===== src/rtl/htu_pkg.sv =====
package htu_pkg;

  function automatic int unsigned max_of4(input int unsigned a, input int unsigned b,
                                          input int unsigned c, input int unsigned d);
    int unsigned m;
    m = a;
    if (b > m) m = b;
    if (c > m) m = c;
    if (d > m) m = d;
    return m;
  endfunction

  typedef enum logic [1:0] {
    WIN_CODE_0 = 2'd0,
    WIN_CODE_1 = 2'd1,
    WIN_CODE_2 = 2'd2,
    WIN_CODE_3 = 2'd3
  } win_code_e;

endpackage


===== src/rtl/htu_sync.sv =====
module htu_sync #(
  parameter int WIDTH = 18
) (
  input  logic             clk,
  input  logic             rst,
  input  logic [WIDTH-1:0] d,
  output logic [WIDTH-1:0] q
);
  logic [WIDTH-1:0] stage1;

  for (genvar i = 0; i < WIDTH; i++) begin : g_bit
    always_ff @(posedge clk) begin
      if (rst) begin
        stage1[i] <= 1'b0;
        q[i]      <= 1'b0;
      end else begin
        stage1[i] <= d[i];
        q[i]      <= stage1[i];
      end
    end
  end
endmodule


===== src/rtl/htu_window.sv =====
module htu_window
  import htu_pkg::*;
#(
  parameter int unsigned WIN0 = 10_000,
  parameter int unsigned WIN1 = 100_000,
  parameter int unsigned WIN2 = 1_000_000,
  parameter int unsigned WIN3 = 10_000_000,
  localparam int unsigned WMAX = max_of4(WIN0, WIN1, WIN2, WIN3),
  localparam int CW = $clog2(WMAX + 1)
) (
  input  logic       clk,
  input  logic       rst,
  input  logic [1:0] win_sel,
  output logic       win_end,
  output logic       restart
);
  win_code_e     sel_q;
  logic [CW-1:0] wcnt;
  logic [CW-1:0] width_m1;

  always_comb begin
    unique case (sel_q)
      WIN_CODE_0: width_m1 = CW'(WIN0 - 1);
      WIN_CODE_1: width_m1 = CW'(WIN1 - 1);
      WIN_CODE_2: width_m1 = CW'(WIN2 - 1);
      default:    width_m1 = CW'(WIN3 - 1);
    endcase
  end

  assign restart = (win_code_e'(win_sel) != sel_q);
  assign win_end = !restart && (wcnt == width_m1);

  always_ff @(posedge clk) begin
    if (rst) begin
      sel_q <= WIN_CODE_0;
      wcnt  <= '0;
    end else begin
      sel_q <= win_code_e'(win_sel);
      if (restart || win_end) wcnt <= '0;
      else                    wcnt <= wcnt + 1'b1;
    end
  end
endmodule


===== src/rtl/htu_trigger.sv =====
module htu_trigger #(
  parameter int N_CH = 18,
  parameter int GRP  = 9,
  localparam int IDX_W = $clog2(N_CH)
) (
  input  logic             clk,
  input  logic             rst,
  input  logic [N_CH-1:0]  sync_in,
  input  logic [N_CH-1:0]  mask,
  input  logic [IDX_W-1:0] mon_sel,
  output logic             trig_lo,
  output logic             trig_hi,
  output logic             mon_out
);
  logic [N_CH-1:0] live;
  assign live = sync_in & ~mask;

  always_ff @(posedge clk) begin
    if (rst) begin
      trig_lo <= 1'b0;
      trig_hi <= 1'b0;
      mon_out <= 1'b0;
    end else begin
      trig_lo <= |live[GRP-1:0];
      trig_hi <= |live[N_CH-1:GRP];
      mon_out <= (32'(mon_sel) < N_CH) ? sync_in[mon_sel] : 1'b0;
    end
  end
endmodule


===== src/rtl/htu_rate_bank.sv =====
module htu_rate_bank #(
  parameter int N_CH  = 18,
  parameter int CNT_W = 16,
  localparam int IDX_W = $clog2(N_CH)
) (
  input  logic                    clk,
  input  logic                    rst,
  input  logic [N_CH-1:0]         sync_in,
  input  logic [N_CH-1:0]         mask,
  input  logic                    win_end,
  input  logic                    restart,
  input  logic [IDX_W-1:0]        rd_idx,
  output logic [CNT_W-1:0]        rd_count,
  output logic                    win_tick,
  output logic [N_CH*CNT_W-1:0]   live_cnt
);
  localparam logic [CNT_W-1:0] CMAX = '1;

  logic [N_CH-1:0]  prev;
  logic [CNT_W-1:0] snap_mem [N_CH];

  for (genvar i = 0; i < N_CH; i++) begin : g_ch
    logic [CNT_W-1:0] cnt;
    logic             rise;

    assign rise = sync_in[i] & ~prev[i] & ~mask[i];
    assign live_cnt[i*CNT_W +: CNT_W] = cnt;

    always_ff @(posedge clk) begin
      if (rst) begin
        prev[i] <= 1'b0;
        cnt     <= '0;
      end else begin
        prev[i] <= sync_in[i];
        if (restart)                 cnt <= '0;
        else if (win_end)            cnt <= {{(CNT_W-1){1'b0}}, rise};
        else if (rise && cnt != CMAX) cnt <= cnt + 1'b1;
      end
    end

    always_ff @(posedge clk) begin
      if (rst)          snap_mem[i] <= '0;
      else if (win_end) snap_mem[i] <= cnt;
    end
  end

  always_ff @(posedge clk) begin
    if (rst) begin
      rd_count <= '0;
      win_tick <= 1'b0;
    end else begin
      rd_count <= (32'(rd_idx) < N_CH) ? snap_mem[rd_idx] : '0;
      win_tick <= win_end;
    end
  end
endmodule


===== src/rtl/hit_trigger_unit.sv =====
module hit_trigger_unit #(
  parameter int unsigned WIN0  = 10_000,
  parameter int unsigned WIN1  = 100_000,
  parameter int unsigned WIN2  = 1_000_000,
  parameter int unsigned WIN3  = 10_000_000,
  parameter int          CNT_W = 16,
  parameter int          N_CH  = 18,
  localparam int GRP   = N_CH / 2,
  localparam int IDX_W = $clog2(N_CH)
) (
  input  logic             clk,
  input  logic             rst,
  input  logic [N_CH-1:0]  hit_in,
  input  logic [N_CH-1:0]  mask,
  input  logic [1:0]       win_sel,
  input  logic [IDX_W-1:0] mon_sel,
  input  logic [IDX_W-1:0] rd_idx,
  output logic             trig_lo,
  output logic             trig_hi,
  output logic             mon_out,
  output logic             win_tick,
  output logic [CNT_W-1:0] rd_count
);
  logic [N_CH-1:0]       sync_q;
  logic                  win_end;
  logic                  win_restart;
  logic [N_CH*CNT_W-1:0] live_cnt;

  htu_sync #(.WIDTH(N_CH)) u_sync (
    .clk(clk), .rst(rst), .d(hit_in), .q(sync_q)
  );

  htu_window #(.WIN0(WIN0), .WIN1(WIN1), .WIN2(WIN2), .WIN3(WIN3)) u_win (
    .clk(clk), .rst(rst), .win_sel(win_sel), .win_end(win_end), .restart(win_restart)
  );

  htu_trigger #(.N_CH(N_CH), .GRP(GRP)) u_trig (
    .clk(clk), .rst(rst), .sync_in(sync_q), .mask(mask), .mon_sel(mon_sel),
    .trig_lo(trig_lo), .trig_hi(trig_hi), .mon_out(mon_out)
  );

  htu_rate_bank #(.N_CH(N_CH), .CNT_W(CNT_W)) u_bank (
    .clk(clk), .rst(rst), .sync_in(sync_q), .mask(mask),
    .win_end(win_end), .restart(win_restart), .rd_idx(rd_idx),
    .rd_count(rd_count), .win_tick(win_tick), .live_cnt(live_cnt)
  );
endmodule


===== config.mk =====
export PLATFORM = sky130hd
export DESIGN_NAME = hit_trigger_unit
export DESIGN_NICKNAME = d
export VERILOG_FILES = /design/src/rtl/htu_pkg.sv /design/src/rtl/htu_sync.sv /design/src/rtl/htu_window.sv /design/src/rtl/htu_trigger.sv /design/src/rtl/htu_rate_bank.sv /design/src/rtl/hit_trigger_unit.sv
export SDC_FILE = /design/constraint.sdc
export NUM_CORES = 1
export LEC_CHECK = 0
export CELL_PAD_IN_SITES_DETAIL_PLACEMENT = 0
export CELL_PAD_IN_SITES_GLOBAL_PLACEMENT = 2
export CORE_MARGIN = 2
export CORE_UTILIZATION = 39
export CTS_BUF_LIST = sky130_fd_sc_hd__clkbuf_4
export DETAILED_ROUTE_END_ITERATION = 8
export PLACE_DENSITY_LB_ADDON = 0.3
export SETUP_SLACK_MARGIN = 0.02
export SYNTH_ARGS = -nofsm -noshare
export SYNTH_HDL_FRONTEND = slang
export SYNTH_SLANG_ARGS = --single-unit

===== constraint.sdc =====
create_clock -name clk -period 32.6 [get_ports clk]
set_input_delay 9.78 -clock clk [delete_from_list [all_inputs] [get_ports clk]]
set_output_delay 9.78 -clock clk [all_outputs]
set_load 0.01 [all_outputs]

==> impl_summary.txt <==
----------------------------------------------------
[Status]
  Result of the run ... complete, no violations

[Power and ir drop]
  Power Internal ... 1370 µW
  Net switching share of the total power ... 24.1%
  Leakage ... 0.0117 µW
  PD cells ... 51.6 nW/µm²
  Switching power summed over all nets ... 434 µW
  Proportion of power drawn by the clock network ... 45.1%
  Logic pwr share ... 4.5%
  Worst voltage drop across the vdd grid ... 0.0242 mV
  Sequential cell fraction of total power ... 50.4%

[Placed design]
  GPL Wtd Cong ... 0.882
  Final HPWL DP ... 60100 µm
  Area post-placement ... 32300 µm²
  PortBufs ... 69

[Global route]
  Antenna violations before repair ... 7
  Maximum number of pins on one net before global-route repair ... 196
  Grt total ovfl ... 0
  Wire length of the first global-routing pass ... 133000 µm
  Vias in the first global route ... 21.5k
  Overall routing resource usage ... 21.6%

[Clock tree]
  Hold-fix buffers at CTS ... 0
  Clock latency at the later pin of the worst-skew pair ... 1030 ps
  Quantity of gates resized following cts ... 0
  Clock transition at the register clock pins on the worst setup and hold paths after CTS ... 60 ps
  Total CTS buffers ... 186
  Root buffer selected by CTS ... clkbuf_4
  H-Tree Depth ... 4
  Max Buffers Root-to-Sink ... 3
  Number of setup buffers added after CTS ... 0
  CTS tree ... built
  Number of clock sinks seen by CTS ... 676

[Critical path]
  Element type at the critical path end ... register
  Worst reg-to-reg path cell count ... 10
  Reg-to-Reg Start ... u_win.sel_q[0]$_SDFF_PP0_
  Largest fanout of any net on the critical path ... 184
  Terminus of the critical flop-to-flop path ... u_bank.snap_mem[10][8]$_SDFFCE_PN0P_
  Data required time of the critical path ... 33220 ps
  Data arrival time of the critical path ... 12990 ps
  Start-to-end type of the worst setup path ... input port to register
  Setup slack of the most critical reg-to-reg path ... 26840 ps
  Launch point of the worst path ... rst
  Startpoint class of the critical path ... input port

[Timing]
  Setup repair after global routing missed its margin ... false
  Final setup violation count ... 0
  Fmax ... 0.0808 GHz
  Headroom to the max-slew limit ... 17.6%
  Share of the clock period used by the worst path ... 38.0%
  Measured slew at the worst slew-check pin ... 1230 ps
  Fin. max-slew vios ... 0
  Fin Clk Skew ... 67.7 ps
  Final Hold Violating Endpoints ... 0
  Min cycle time layout ... 12370 ps
  Post-route setup TNS ... 0 ps

[Layout]
  Fraction of final layout cells with drive strength greater than 1 ... 14.3%
  Number of nets in the finished design ... 3036
  Post-Layout Inst Area ... 34900 µm²
  Area growth from synthesis to layout ... 13.8%

[Yosys]
  Number of instances in the synthesized netlist ... 2817
  Number of enable flip-flop cells after synthesis ... 288
  Syn. warnings ... 0
  Async set-or-reset flop fraction in the synthesized netlist ... 0%
  Syn nets ... 2891
  Distinct cells, synth ... 63
  Sequential area share after synthesis ... 53.6%
  Synthesized flop and latch total ... 676
  Mean area per synthesized cell ... 10.9 µm²
  Predominant post-synthesis flop cell ... dfxtp_1
  Summed instance area of the synthesized netlist ... 30600 µm²

[Die]
  Die area ... 80800 µm²
  Die height ... 284 µm
  Boundary Pins ... 70
  Std cell rows ... 102
  Area of the core ... 77600 µm²
  Starting Density ... 39.5%
  Die width ... 284 µm

[Route]
  DR WL/cell ... 21.1 µm
  DRT Wirelength ... 87900 µm
  Detailed Route Iter0 Violations ... 1891
  Drt first pass iters ... 5
  Number of nets with antenna violations after detailed routing ... 0
  Via/cell ratio ... 5.36
  DRC ... 0
  Routed via count ... 22.3k

[Min path]
  Min-Delay Path Class ... register to register
  Destination of the worst hold path ... u_sync.q[1]$_SDFF_PP0_
  Number of instances on the worst hold path ... 1
  Hold path startpoint ... u_sync.stage1[1]$_SDFF_PP0_

[Run]
  Max Cap Viol ... 0

----------------------------------------------------
## through the flow
step           utilization [%]  hold slack [ps]  setup slack, ps  std cells  power [µW]
3_5_place_dp              41.6              420            19160       3814        1010
2_1_floorplan                -              414              374       2817         976
6_report                  44.9              418            20230       4168        1800
4_1_cts                   44.9              396            20310       4162        1830
5_1_grt                   44.9              426            20000       4166        1870
3_3_place_gp              41.6              422            19280       3814        1010
## critical path: stages
cell,delay [ps]
buf_2,80
buf_4,540
inv_1,220
o31ai_4,90
buf_4,430
buf_12,750
buf_4,900
## metal layers
layer	track usage [%]	routed length, µm	vias up
met5	0	0	-
met3	5.30	6270	143
li1	-	-	10600
met2	32.1	38400	707
met4	7.41	2260	0
met1	30.7	41000	10900
## synth_stat cells (all sizes together) (16+ instances only)
| cell type | count | area (µm²) |
|---|---|---|
| dfxtp | 388 | 7770 |
| nor2 | 340 | 1280 |
| and2 | 290 | 1810 |
| edfxtp | 288 | 8650 |
| xnor2 | 144 | 1260 |
| xor2 | 103 | 902 |
| nand2 | 102 | 383 |
| clkbuf | 91 | 369 |
| nand3 | 90 | 450 |
| nand4 | 84 | 538 |
| nor3 | 83 | 427 |
| mux4 | 67 | 1510 |
| a21oi | 65 | 325 |
| mux2i | 63 | 631 |
| nor2b | 57 | 357 |
| buf | 51 | 259 |
| nor4 | 51 | 319 |
| and4 | 45 | 394 |
| a211oi | 42 | 315 |
| and3 | 42 | 263 |
| o21ai | 41 | 205 |
| inv | 35 | 131 |
| o2111ai | 30 | 263 |
| o211ai | 29 | 218 |
| nor3b | 27 | 203 |
| ha | 24 | 300 |
| o31ai | 22 | 165 |
| or3 | 20 | 125 |
| o22ai | 16 | 100 |
## power by group through the flow
| stage | logic, µW | registers (µW) | clock network (µW) |
|---|---|---|---|
| after detailed placement | 80.8 | 926 | 0 |
| after floorplan | 45.4 | 931 | 0 |
| final | 80.2 | 908 | 812 |
| after CTS | 80.9 | 907 | 839 |
| after global placement | 80.1 | 926 | 0 |
| after global routing | 84.9 | 908 | 881 |
## layout make-up
type                    count  area (µm²)
inverters                  35         131
diodes                      6        15.0
flip-flops and latches    676       16400
clock inverters            41         251
well taps                1040        1300
repair buffers             99         932
multi-input cells        1964       13500
fillers                  7499       42700
clock buffers             307        2300
## how the worst max path moves through the flow
stage	endpoint	cells past startpoint
after floorplan	u_bank.snap_mem[0][0]$_SDFFCE_PN0P_	2
after CTS	u_bank.snap_mem[10][8]$_SDFFCE_PN0P_	7
after global routing	u_bank.snap_mem[11][0]$_SDFFCE_PN0P_	7
final	u_bank.snap_mem[10][8]$_SDFFCE_PN0P_	7
after detailed placement	u_bank.snap_mem[10][5]$_SDFFCE_PN0P_	7
after global placement	u_bank.snap_mem[8][11]$_SDFFCE_PN0P_	7
## state kept, by name (all words and copies together), names as in the netlist
register / cells
u_sync.q: 18
u_win.sel_q: 2
u_trig.trig_lo: 1
u_bank.prev: 18
u_bank.g_ch.cnt: 288
u_win.wcnt: 24
u_trig.trig_hi: 1
u_trig.mon_out: 1
u_sync.stage1: 18
u_bank.rd_count: 16
u_bank.win_tick: 1
u_bank.snap_mem: 288
## cells by family (layout without fill, tap and decap cells)
group | after synthesis | in the layout | share of synthesized area (%)
buffers and inverters | 177 | 482 | 2.48
adder cells (fa/ha/maj) | 24 | 24 | 0.980
AO/OA/AOI/OAI | 276 | 276 | 6.15
XOR/XNOR | 247 | 247 | 7.06
AND/OR/NAND/NOR | 1287 | 1287 | 22.8
other | 0 | 6 | 0
multiplexers | 130 | 130 | 6.98
flip-flops | 676 | 676 | 53.6
## cells in the final DEF (no fill, tap or decap), drive strengths merged, types with 33 or more instances in the layout
cell and count:
nand4 84, nor2 340, xor2 103, a211oi 42, clkdlybuf4s50 66, xnor2 144, edfxtp 288, mux2i 63
inv 38, a21oi 65, mux4 67, and2 290, nand3 90, clkbuf 307, buf 33, nor4 51
nor3 83, o21ai 41, nand2 102, dfxtp 388, and3 42, and4 45, nor2b 57
(Power assumes the default switching activity.)
